--- src/rtl/mfreg_pkg.sv ---
`timescale 1ns/1ps
package mfreg_pkg;

  typedef enum logic [1:0] {
    OP_HOLD  = 2'b00,
    OP_LOAD  = 2'b01,
    OP_CLEAR = 2'b10,
    OP_INCR  = 2'b11
  } opCode_t;

  // Strobes passed from control to datapath; hold is the absence of all three.
  typedef struct packed {
    logic takeData;
    logic forceZero;
    logic countUp;
  } regStrobe_t;

endpackage

--- src/rtl/mfreg_ctrl.sv ---
`timescale 1ns/1ps
module mfreg_ctrl
  import mfreg_pkg::*;
(
  input  logic [1:0]  opSel,
  output regStrobe_t  strobes
);

  opCode_t opCode;

  always_comb begin
    opCode = opCode_t'(opSel);
    strobes = '0;
    unique case (opCode)
      OP_HOLD:  strobes = '0;
      OP_LOAD:  strobes.takeData  = 1'b1;
      OP_CLEAR: strobes.forceZero = 1'b1;
      OP_INCR:  strobes.countUp   = 1'b1;
      default:  strobes = '0;
    endcase
  end

endmodule

--- src/rtl/mfreg_datapath.sv ---
`timescale 1ns/1ps
module mfreg_datapath
  import mfreg_pkg::*;
#(
  parameter int WIDTH = 4
) (
  input  logic             clk,
  input  regStrobe_t       strobes,
  input  logic [WIDTH-1:0] dataIn,
  output logic [WIDTH-1:0] qOut
);

  localparam int CARRY_BITS = WIDTH + 1;

  logic [WIDTH-1:0]      stored;
  logic [WIDTH-1:0]      nextVal;
  logic [CARRY_BITS-1:0] carry;

  // Carry into bit 0 is one: the increment adds exactly one.
  assign carry[0] = 1'b1;

  for (genvar i = 0; i < WIDTH; i++) begin : g_bit
    logic sumBit;

    assign sumBit     = stored[i] ^ carry[i];
    assign carry[i+1] = stored[i] & carry[i];

    // Per-bit next-value selector; clear routes a constant zero.
    always_comb begin
      if (strobes.forceZero)
        nextVal[i] = 1'b0;
      else if (strobes.takeData)
        nextVal[i] = dataIn[i];
      else if (strobes.countUp)
        nextVal[i] = sumBit;
      else
        nextVal[i] = stored[i];
    end

    always_ff @(posedge clk) begin
      stored[i] <= nextVal[i];
    end
  end

  // Top carry is dropped: wrap from all ones to zero.
  logic unusedCarry;
  assign unusedCarry = carry[WIDTH];

  assign qOut = stored;

endmodule

--- src/rtl/multi_func_reg.sv ---
`timescale 1ns/1ps
module multi_func_reg
  import mfreg_pkg::*;
#(
  parameter int WIDTH = 4
) (
  input  logic             clk,
  input  logic [WIDTH-1:0] dataIn,
  input  logic [1:0]       opSel,
  output logic [WIDTH-1:0] q
);

  regStrobe_t ctrlStrobes;

  mfreg_ctrl u_ctrl (
    .opSel   (opSel),
    .strobes (ctrlStrobes)
  );

  mfreg_datapath #(.WIDTH(WIDTH)) u_dp (
    .clk     (clk),
    .strobes (ctrlStrobes),
    .dataIn  (dataIn),
    .qOut    (q)
  );

endmodule

--- config.mk ---
export PLATFORM = sky130hd
export DESIGN_NAME = multi_func_reg
export DESIGN_NICKNAME = d
export VERILOG_FILES = /design/src/rtl/mfreg_pkg.sv /design/src/rtl/mfreg_ctrl.sv /design/src/rtl/mfreg_datapath.sv /design/src/rtl/multi_func_reg.sv
export SDC_FILE = /design/constraint.sdc
export NUM_CORES = 1
export LEC_CHECK = 0
export BUFFER_PORTS_ARGS = -buffer_cell sky130_fd_sc_hd__buf_2
export CAP_MARGIN = 40
export CORE_AREA = 3 3 40 42
export CTS_CLUSTER_DIAMETER = 60
export DETAILED_ROUTE_END_ITERATION = 12
export DIE_AREA = 0 0 43 45
export GPL_TIMING_DRIVEN = 0
export PLACE_DENSITY_LB_ADDON = 0.12
export RECOVER_POWER = 50
export SLEW_MARGIN = 30
export SYNTH_ARGS = -nofsm -noshare
export SYNTH_HDL_FRONTEND = slang
export SYNTH_HIERARCHICAL = 1
export SYNTH_SLANG_ARGS = --single-unit
--- constraint.sdc ---
create_clock -name clk -period 1.2 [get_ports clk]
set_clock_uncertainty 0.05 [all_clocks]
set_input_delay 0.12 -clock clk [delete_from_list [all_inputs] [get_ports clk]]
set_output_delay 0.12 -clock clk [all_outputs]
set_load 0.05 [all_outputs]
==> results of run 1 <==
cell families (layout without fill, tap and decap cells):
logic type,after synthesis,count (layout),synth area share
buf+inv,3,17,0.05154
mux,2,2,0.08248
simple gates,7,7,0.2113
flops,4,4,0.3299
fa+ha+maj,2,2,0.1031
compound gates,5,5,0.1856
xor+xnor,1,1,0.03609
layer usage:
layer,vias up,share of wire,global-route usage
li1,115,-,-
met1,90,0.44,0.08454
met2,10,0.42,0.1048
met3,3,0.081,0.03586
met4,0,0.053,0.09036
met5,-,0,0
report_power, final:
part	switching [mW]	internal [mW]	total [mW]
sequential	0.0259	0.163	0.189
clock	0.0667	0.126	0.192
combinational	0.126	0.0728	0.199
worst max-delay path by stage:
stage	from	endpoint	slack (ns)	cells past startpoint
global route	u_dp/qOut[1]	u_dp/qOut[3]	-0.06	4
detailed placement	u_dp/qOut[1]	u_dp/qOut[3]	0.02	4
floorplan	u_dp/qOut[1]	u_dp/qOut[3]	-0.005	4
CTS	u_dp/qOut[1]	u_dp/qOut[3]	0.002	4
finish	u_dp/qOut[0]	u_dp/qOut[3]	0.02	4
global placement	u_dp/qOut[0]	u_dp/qOut[3]	0.05	4
cell type report:
cell class | count | area, um2
plain buffers | 1 | 5.005
clock buffers | 4 | 26.28
fillers | 140 | 913.4
inverters | 2 | 7.507
multi-input cells | 17 | 175.2
flip-flops and latches | 4 | 88.84
well taps | 15 | 18.77
repair buffers | 10 | 50.05
through the flow:
stage	setup WS (ns)	setup TNS, ns
6_report	0.01526	0
3_3_place_gp	0.04665	0
2_1_floorplan	-0.004948	-0.004948
4_1_cts	0.002169	0
5_1_grt	-0.06217	-0.1188
3_5_place_dp	0.02425	0
cells in the final DEF, fill, tap and decap left out:
cell type | synthesis | layout
buf_2 | 0 | 8
nor2b_1 | 4 | 4
a211oi_1 | 4 | 4
clkbuf_4 | 0 | 3
clkbuf_2 | 1 | 3
inv_1 | 2 | 2
mux2i_1 | 2 | 2
ha_4 | 0 | 2
dfxtp_4 | 0 | 2
clkbuf_1 | 0 | 1
and2_2 | 1 | 1
and2b_2 | 1 | 1
and4b_1 | 1 | 1
a2111oi_2 | 1 | 1
xnor2_1 | 1 | 1
dfxtp_2 | 0 | 1
dfxtp_1 | 4 | 1
worst max-delay path, delay by kind of cell (launching register included):
family / cells / cell delay (ns)
fa+ha+maj: 2 / 0.31
simple gates: 1 / 0.17
flops: 1 / 0.35
compound gates: 1 / 0.19
repair_timing:
action	in CTS	in global routing
endpoints found under the setup margin	0	2
setup buffers	0	0
hold endpoints to repair	0	0
==> flow_summary.toml, run 1 <==
[grt]
grt_overflow_total = 0
first_global_vias = 242
grt.total_usage = 0.07833
antenna_found_initial = 0
grt_pass1_wl_um = 1014
grt_max_degree = 8

[timing]
holdWs_ns = 0.08662
hold_violations = 0
max_freq_ghz = 0.8441
finalCritPeriodShare = 0.9873
fin_crit_ns = 1.185
setup_viol_count_final = 0
max-slew-margin-rel = 0.7506
final_max_slew_viol_count = 0
tightest_slew_ns = 0.3733
rsz0062_at_grt = "yes"

[setup_path]
setup.worst_path.end_class = "register"
arrival_ns = 1.27
path_common_cell = "ha_4"
critical_path_class = "register to register"
r2r_cells = 4
crit_path_top_delay_cell = "dfxtp_4"
crit_fanout = 3
r2r_start = "u_dp/qOut[0]"
r2r_slack_ns = 0.02
crit_chain = "ha_4 > ha_4 > and4b_1 > a2111oi_2"
required_ns = 1.28
cp_slowest_stage_delay_ns = 0.35
worst_setup_path_start_kind = "register"
timing.rr.end = "u_dp/qOut[3]"

[min_path]
hold_start = "dataIn[3]"
hold_depth = 3
min_to = "u_dp/qOut[3]"
hp-class = "input pin to register"

[cells_and_area]
drive_gt1_frac = 0.5789
largest_reg_flops = 4
fin_cells = 53
stdcell_area_um2 = 371.6
n_antenna_cell = 0
syn_to_final_growth_pct = 53.09
final_core_util = 0.2892
num-nets-final = 48

[place]
placed_area_um2 = 345.3
dp_hpwl_um = 431.3
placed_cells = 49
portBuffers = 10
routabilityCongestion = 0.6361

[job]
drv_cap = 0

[clocking]
cts_tree = "yes"
ctsLongestPathBuffers = 2
path_clk_slew_ns = 0.04
cts_hold_buffers = 0
htreeDepth = 1
clock_latency_ns = 0.24
cts_resized = 0
cts.sinks = 4
cts_buffers = 3
cts_root_buf = "clkbuf_4"

[synthesis]
synth_warnings = 6
yosys-top-cells-area = "dfxtp_1, a211oi_1, ha_1"
synth_ff_type = "dfxtp_1"
ys_top_cells_by_count = "a211oi_1, dfxtp_1, nor2b_1"
synth-edff-count = 0
synth_top_area_frac = 0.3299
ys_types = 12
synth_top_area_cell = "dfxtp_1"
syn_nets = 33
syn_avg_cell_area_um2 = 10.11
syn_area_um2 = 242.7
async_flop_share = 0
ys_ff_latch = 4
syn_inst = 24
seq_area_frac_synth = 0.3299

[route]
drc = 0
wl_um = 565
viasPerCell = 4.113
drt_iter0_drc = 3
via_count = 218
antenna_left = 0
first_pass_iters = 3
wl_per_cell_um = 10.66

[floorplan]
chipHeight_um = 45
num_rows = 13
io_pins = 11
dieWidth_um = 43
dieArea_mm2 = 0.001935
coreArea_mm2 = 0.001285
start_util = 0.1889

[run_status]
outcome = "completed"

[pwr]
power_density_mw_per_mm2 = 1560
leakagePower_nw = 0.1587
p_total_uw = 579.8
vdd.ir_drop.worst_mv = 0.4883
(Power assumes the default switching activity.)
==> run 2: changes to the inputs <==
Settings changed: SYNTH_HIERARCHICAL 1 to default.
Clock period 1.2 ns to 1 ns, I/O delays scaled along.
==> flow_summary.toml, run 2 <==
[clocking]
cts.sinks = 4
cts_hold_buffers = 0
cts_tree = "yes"
htreeDepth = 1
cts_buffers = 3
clock_latency_ns = 0.23
path_clk_slew_ns = 0.04
post_cts_buffers = 0
ctsLongestPathBuffers = 2
cts_root_buf = "clkbuf_4"

[timing]
hold_violations = 0
fin_crit_ns = 1.136
max-slew-margin-rel = 0.8338
setup_ws_ns = -0.1359
max_freq_ghz = 0.8804
rsz0062_at_grt = "yes"
finalCritPeriodShare = 1.136
setup_viol_count_final = 4
final_max_slew_viol_count = 0
fin_setup_tns_ns = -0.2193
tightest_slew_ns = 0.2511

[cells_and_area]
layout_commonest_cell = "buf_2"
fin_cells = 51
n_antenna_cell = 0
final_core_util = 0.2648
largest_reg_flops = 4
num-nets-final = 47
drive_gt1_frac = 0.5000
syn_to_final_growth_pct = 58.14
final_cell_mix = "buf_2, o21ai_0, clkbuf_4"

[route]
drc = 0
wl_per_cell_um = 10.92
wl_um = 557
via_count = 218
viasPerCell = 4.275
antenna_left = 0
drt_iter0_drc = 1
first_pass_iters = 2

[min_path]
hold_start = "dataIn[3]"
hp-class = "input pin to register"
min_to = "u_dp.qOut[3]"
hold_depth = 3

[run_status]
outcome = "finished, violations left"
violations = "negative setup slack"

[synthesis]
syn_inst = 24
synth_warnings = 0
async_flop_share = 0
synth_top_area_frac = 0.3721
synth-edff-count = 0
syn_avg_cell_area_um2 = 8.967
synth_ff_type = "dfxtp_1"
syn_area_um2 = 215.2
synth_top_area_cell = "dfxtp_1"
ys_top_cells_by_count = "dfxtp_1, o21ai_0"
syn_nets = 33
ys_types = 13
seq_area_frac_synth = 0.3721
ys_ff_latch = 4
yosys-top-cells-area = "dfxtp_1, ha_1, mux2i_1"

[setup_path]
r2r_slack_ns = -0.14
worst_setup_path_start_kind = "register"
critical_path_class = "register to register"
r2r_start = "u_dp.qOut[0]"
required_ns = 1.07
r2r_cells = 5
crit_fanout = 4
setup.worst_path.end_class = "register"
arrival_ns = 1.20
timing.rr.end = "u_dp.qOut[3]"

[grt]
grt_overflow_total = 0
grt_max_degree = 8
antenna_found_initial = 0
grt.total_usage = 0.07583
first_global_vias = 240
grt_pass1_wl_um = 986

[place]
placed_cells = 48
routabilityCongestion = 0.6268
portBuffers = 9
dp_hpwl_um = 474.9

[pwr]
power_density_mw_per_mm2 = 1739
vdd.ir_drop.worst_mv = 0.6816
leakagePower_nw = 0.1555

[floorplan]
coreArea_mm2 = 0.001285
num_rows = 13
start_util = 0.1675
io_pins = 11
chipHeight_um = 45
dieArea_mm2 = 0.001935
dieWidth_um = 43

[job]
drv_cap = 0
## run 2: cell types whose count changed after synthesis, moves of 2 or more
cell	previous run	this run
nand3_1	0	2
nor2b_1	4	0
a211oi_1	4	0
nand2_1	0	2
o21ai_0	0	4
## run 2: cell type report
cell class / instances / area (um2)
plain buffers: 1 / 11.26
clock buffers: 3 / 22.52
fillers: 149 / 944.7
inverters: 2 / 7.507
multi-input cells: 17 / 141.4
flip-flops and latches: 4 / 88.84
well taps: 15 / 18.77
repair buffers: 9 / 50.05
## run 2: worst max path at each step
stage	to	cells past startpoint	slack, ns	startpoint
after floorplan	u_dp.qOut[3]	5	-0.22	u_dp.qOut[1]
after global placement	u_dp.qOut[3]	5	-0.11	u_dp.qOut[0]
after detailed placement	u_dp.qOut[3]	5	-0.15	u_dp.qOut[0]
after CTS	u_dp.qOut[3]	5	-0.15	u_dp.qOut[0]
after global routing	u_dp.qOut[3]	5	-0.23	u_dp.qOut[0]
final	u_dp.qOut[3]	5	-0.14	u_dp.qOut[0]
## run 2: per-layer routing
metal	GRT usage	vias up	wire, um
li1	-	110	-
met1	0.06039	97	203
met2	0.1257	9	276
met3	0.07171	2	74
met4	0.03614	0	4
met5	0	-	0
## run 2: what timing repair did
action	4_1_cts	5_1_grt
endpoints found under the setup margin	5	5
pin swaps	2	0
gates cloned	0	0
hold endpoints to repair	0	0
resized for setup	1	2
## run 2: critical path, cell delays in order, from the launching register on
cell	delay (ns)
dfxtp_4	0.36
ha_4	0.14
ha_4	0.12
and3b_1	0.16
o21ai_1	0.11
nand3_1	0.07
## run 2: cell families (layout without fill, tap and decap cells)
kind of cell	Yosys count	after routing	synth area share
adder cells (fa/ha/maj)	2	2	0.1163
AND/OR/NAND/NOR	7	7	0.1802
flip-flops	4	4	0.3721
AO/OA/AOI/OAI	6	6	0.1512
buffers and inverters	3	15	0.08722
multiplexers	2	2	0.09303
## run 2: through the flow
| stage | cell area (um2) | setup slack, ns | total power [mW] | hold WS [ns] |
|---|---|---|---|---|
| 5_1_grt | 340.3 | -0.2254 | 0.6384 | 0.09711 |
| 3_3_place_gp | 312.8 | -0.1122 | 0.3852 | 0.2945 |
| 2_1_floorplan | 249.0 | -0.2186 | 0.3436 | 0.1954 |
| 3_5_place_dp | 312.8 | -0.1476 | 0.3961 | 0.2947 |
| 4_1_cts | 337.8 | -0.1508 | 0.6067 | 0.05011 |
| 6_report | 340.3 | -0.1359 | 0.5919 | 0.05468 |
## run 2: power by group
part / internal [mW] / switching (mW) / leakage [nW]
Clock: 0.134 / 0.0647 / 0.0138
Combinational: 0.0654 / 0.116 / 0.107
Sequential: 0.187 / 0.0242 / 0.0347
==> run 3: changes to the inputs <==
Settings changed: SKIP_CTS_REPAIR_TIMING from default to 1.
==> flow_summary.toml, run 3 (synthesis results as in run 2) <==
[route]
viasPerCell = 4.275
wl_um = 554
drt_iter0_drc = 1
wl_per_cell_um = 10.86
first_pass_iters = 2
via_count = 218
antenna_left = 0
drc = 0

[setup_path]
arrival_ns = 1.19
crit_start = "u_dp.qOut[0]"
setup.worst_path.end_class = "register"
crit_fanout = 4
worst_setup_path_start_kind = "register"
critical_path_class = "register to register"
required_ns = 1.07
r2r_start = "u_dp.qOut[0]"

[clocking]
clock_latency_ns = 0.23
ctsLongestPathBuffers = 2
cts.sinks = 4
cts_buffers = 3
cts_tree = "yes"
htreeDepth = 1
cts_root_buf = "clkbuf_4"
path_clk_slew_ns = 0.04

[cells_and_area]
fillerInstances = 148
drive_gt1_frac = 0.5000
syn_to_final_growth_pct = 56.98
final_cell_mix = "buf_2, o21ai_0, clkbuf_4"
num-nets-final = 47
n_antenna_cell = 0
largest_reg_flops = 4
layout_commonest_cell = "buf_2"
fin_cells = 51

[grt]
grt_max_degree = 8
grt_overflow_total = 0
grt.total_usage = 0.07500
first_global_vias = 240
antenna_found_initial = 0
grt_pass1_wl_um = 979

[min_path]
hp-class = "input pin to register"
hold_start = "dataIn[3]"

[timing]
max_freq_ghz = 0.8879
final_max_slew_viol_count = 0
holdWs_ns = 0.05468
hold_violations = 0
tightest_slew_ns = 0.2534
setup_viol_count_final = 4
rsz0062_at_grt = "yes"
fin_crit_ns = 1.126
max-slew-margin-rel = 0.8322
finalCritPeriodShare = 1.126
setup_ws_ns = -0.1263

[floorplan]
chipHeight_um = 45
io_pins = 11
start_util = 0.1675
dieWidth_um = 43
dieArea_mm2 = 0.001935
num_rows = 13
coreArea_mm2 = 0.001285

[pwr]
swShare = 0.3483
vdd.ir_drop.worst_mv = 0.6805
p_sw_uw = 204.8
power_frac_clock = 0.338
cellInternalPower_uw = 383.1
power_density_mw_per_mm2 = 1740
share_comb_of_total_power = 0.303
leakagePower_nw = 0.1551
seqPwrFrac = 0.359

[place]
dp_hpwl_um = 474.9
routabilityCongestion = 0.6268
portBuffers = 9
pre_cts_slack_ns = -0.1476
placed_cells = 48

[run_status]
violations = "negative setup slack"
outcome = "finished, violations left"

[job]
drv_cap = 0
-- run 3: per-layer routing --
layer,routed length (um),share of wire,up-vias,GRT usage
met5,0,0,-,0
met4,4,0.0072,0,0.03614
met3,74,0.13,2,0.07171
met2,272,0.49,9,0.1228
met1,203,0.37,97,0.06039
li1,-,-,110,-
-- run 3: power groups by stage --
stage / logic, mW / registers, mW / clock network, mW
6_report: 0.178 / 0.211 / 0.199
5_1_grt: 0.199 / 0.215 / 0.220
4_1_cts: 0.181 / 0.212 / 0.209
3_5_place_dp: 0.181 / 0.215 / 0
3_3_place_gp: 0.172 / 0.213 / 0
2_1_floorplan: 0.0563 / 0.287 / 0
-- run 3: metrics by stage --
step	TNS, ns	util	total power [mW]	instance area, um2
detailed placement	-0.2281	0.2434	0.3961	312.8
CTS	-0.2843	0.2610	0.6029	335.3
global route	-0.4285	0.2629	0.6339	337.8
global placement	-0.1660	0.2434	0.3852	312.8
floorplan	-0.3408	-	0.3436	249.0
finish	-0.2019	0.2629	0.5879	337.8
-- run 3: layout make-up --
type	instances	area, um2	area share
repair buffers	9	47.55	0.1407
clock buffers	3	22.52	0.06667
well taps	15	18.77	0.05556
flip-flops and latches	4	88.84	0.2630
inverters	2	7.507	0.02222
plain buffers	1	11.26	0.03333
multi-input cells	17	141.4	0.4185
-- run 3: worst max-delay path: stages (launching register included) --
cell,delay (ns)
dfxtp_4,0.36
ha_4,0.14
ha_4,0.12
and3b_1,0.16
o21ai_1,0.11
nand3_1,0.07
-- run 3: path summary, 6_finish.rpt --
kind              cells past startpoint            to  slack [ns]
setup / recovery                      5  u_dp.qOut[3]       -0.13
hold reg to reg                       2  u_dp.qOut[2]        0.42
setup reg to reg                      5  u_dp.qOut[3]       -0.13
hold / removal                        3  u_dp.qOut[3]        0.05
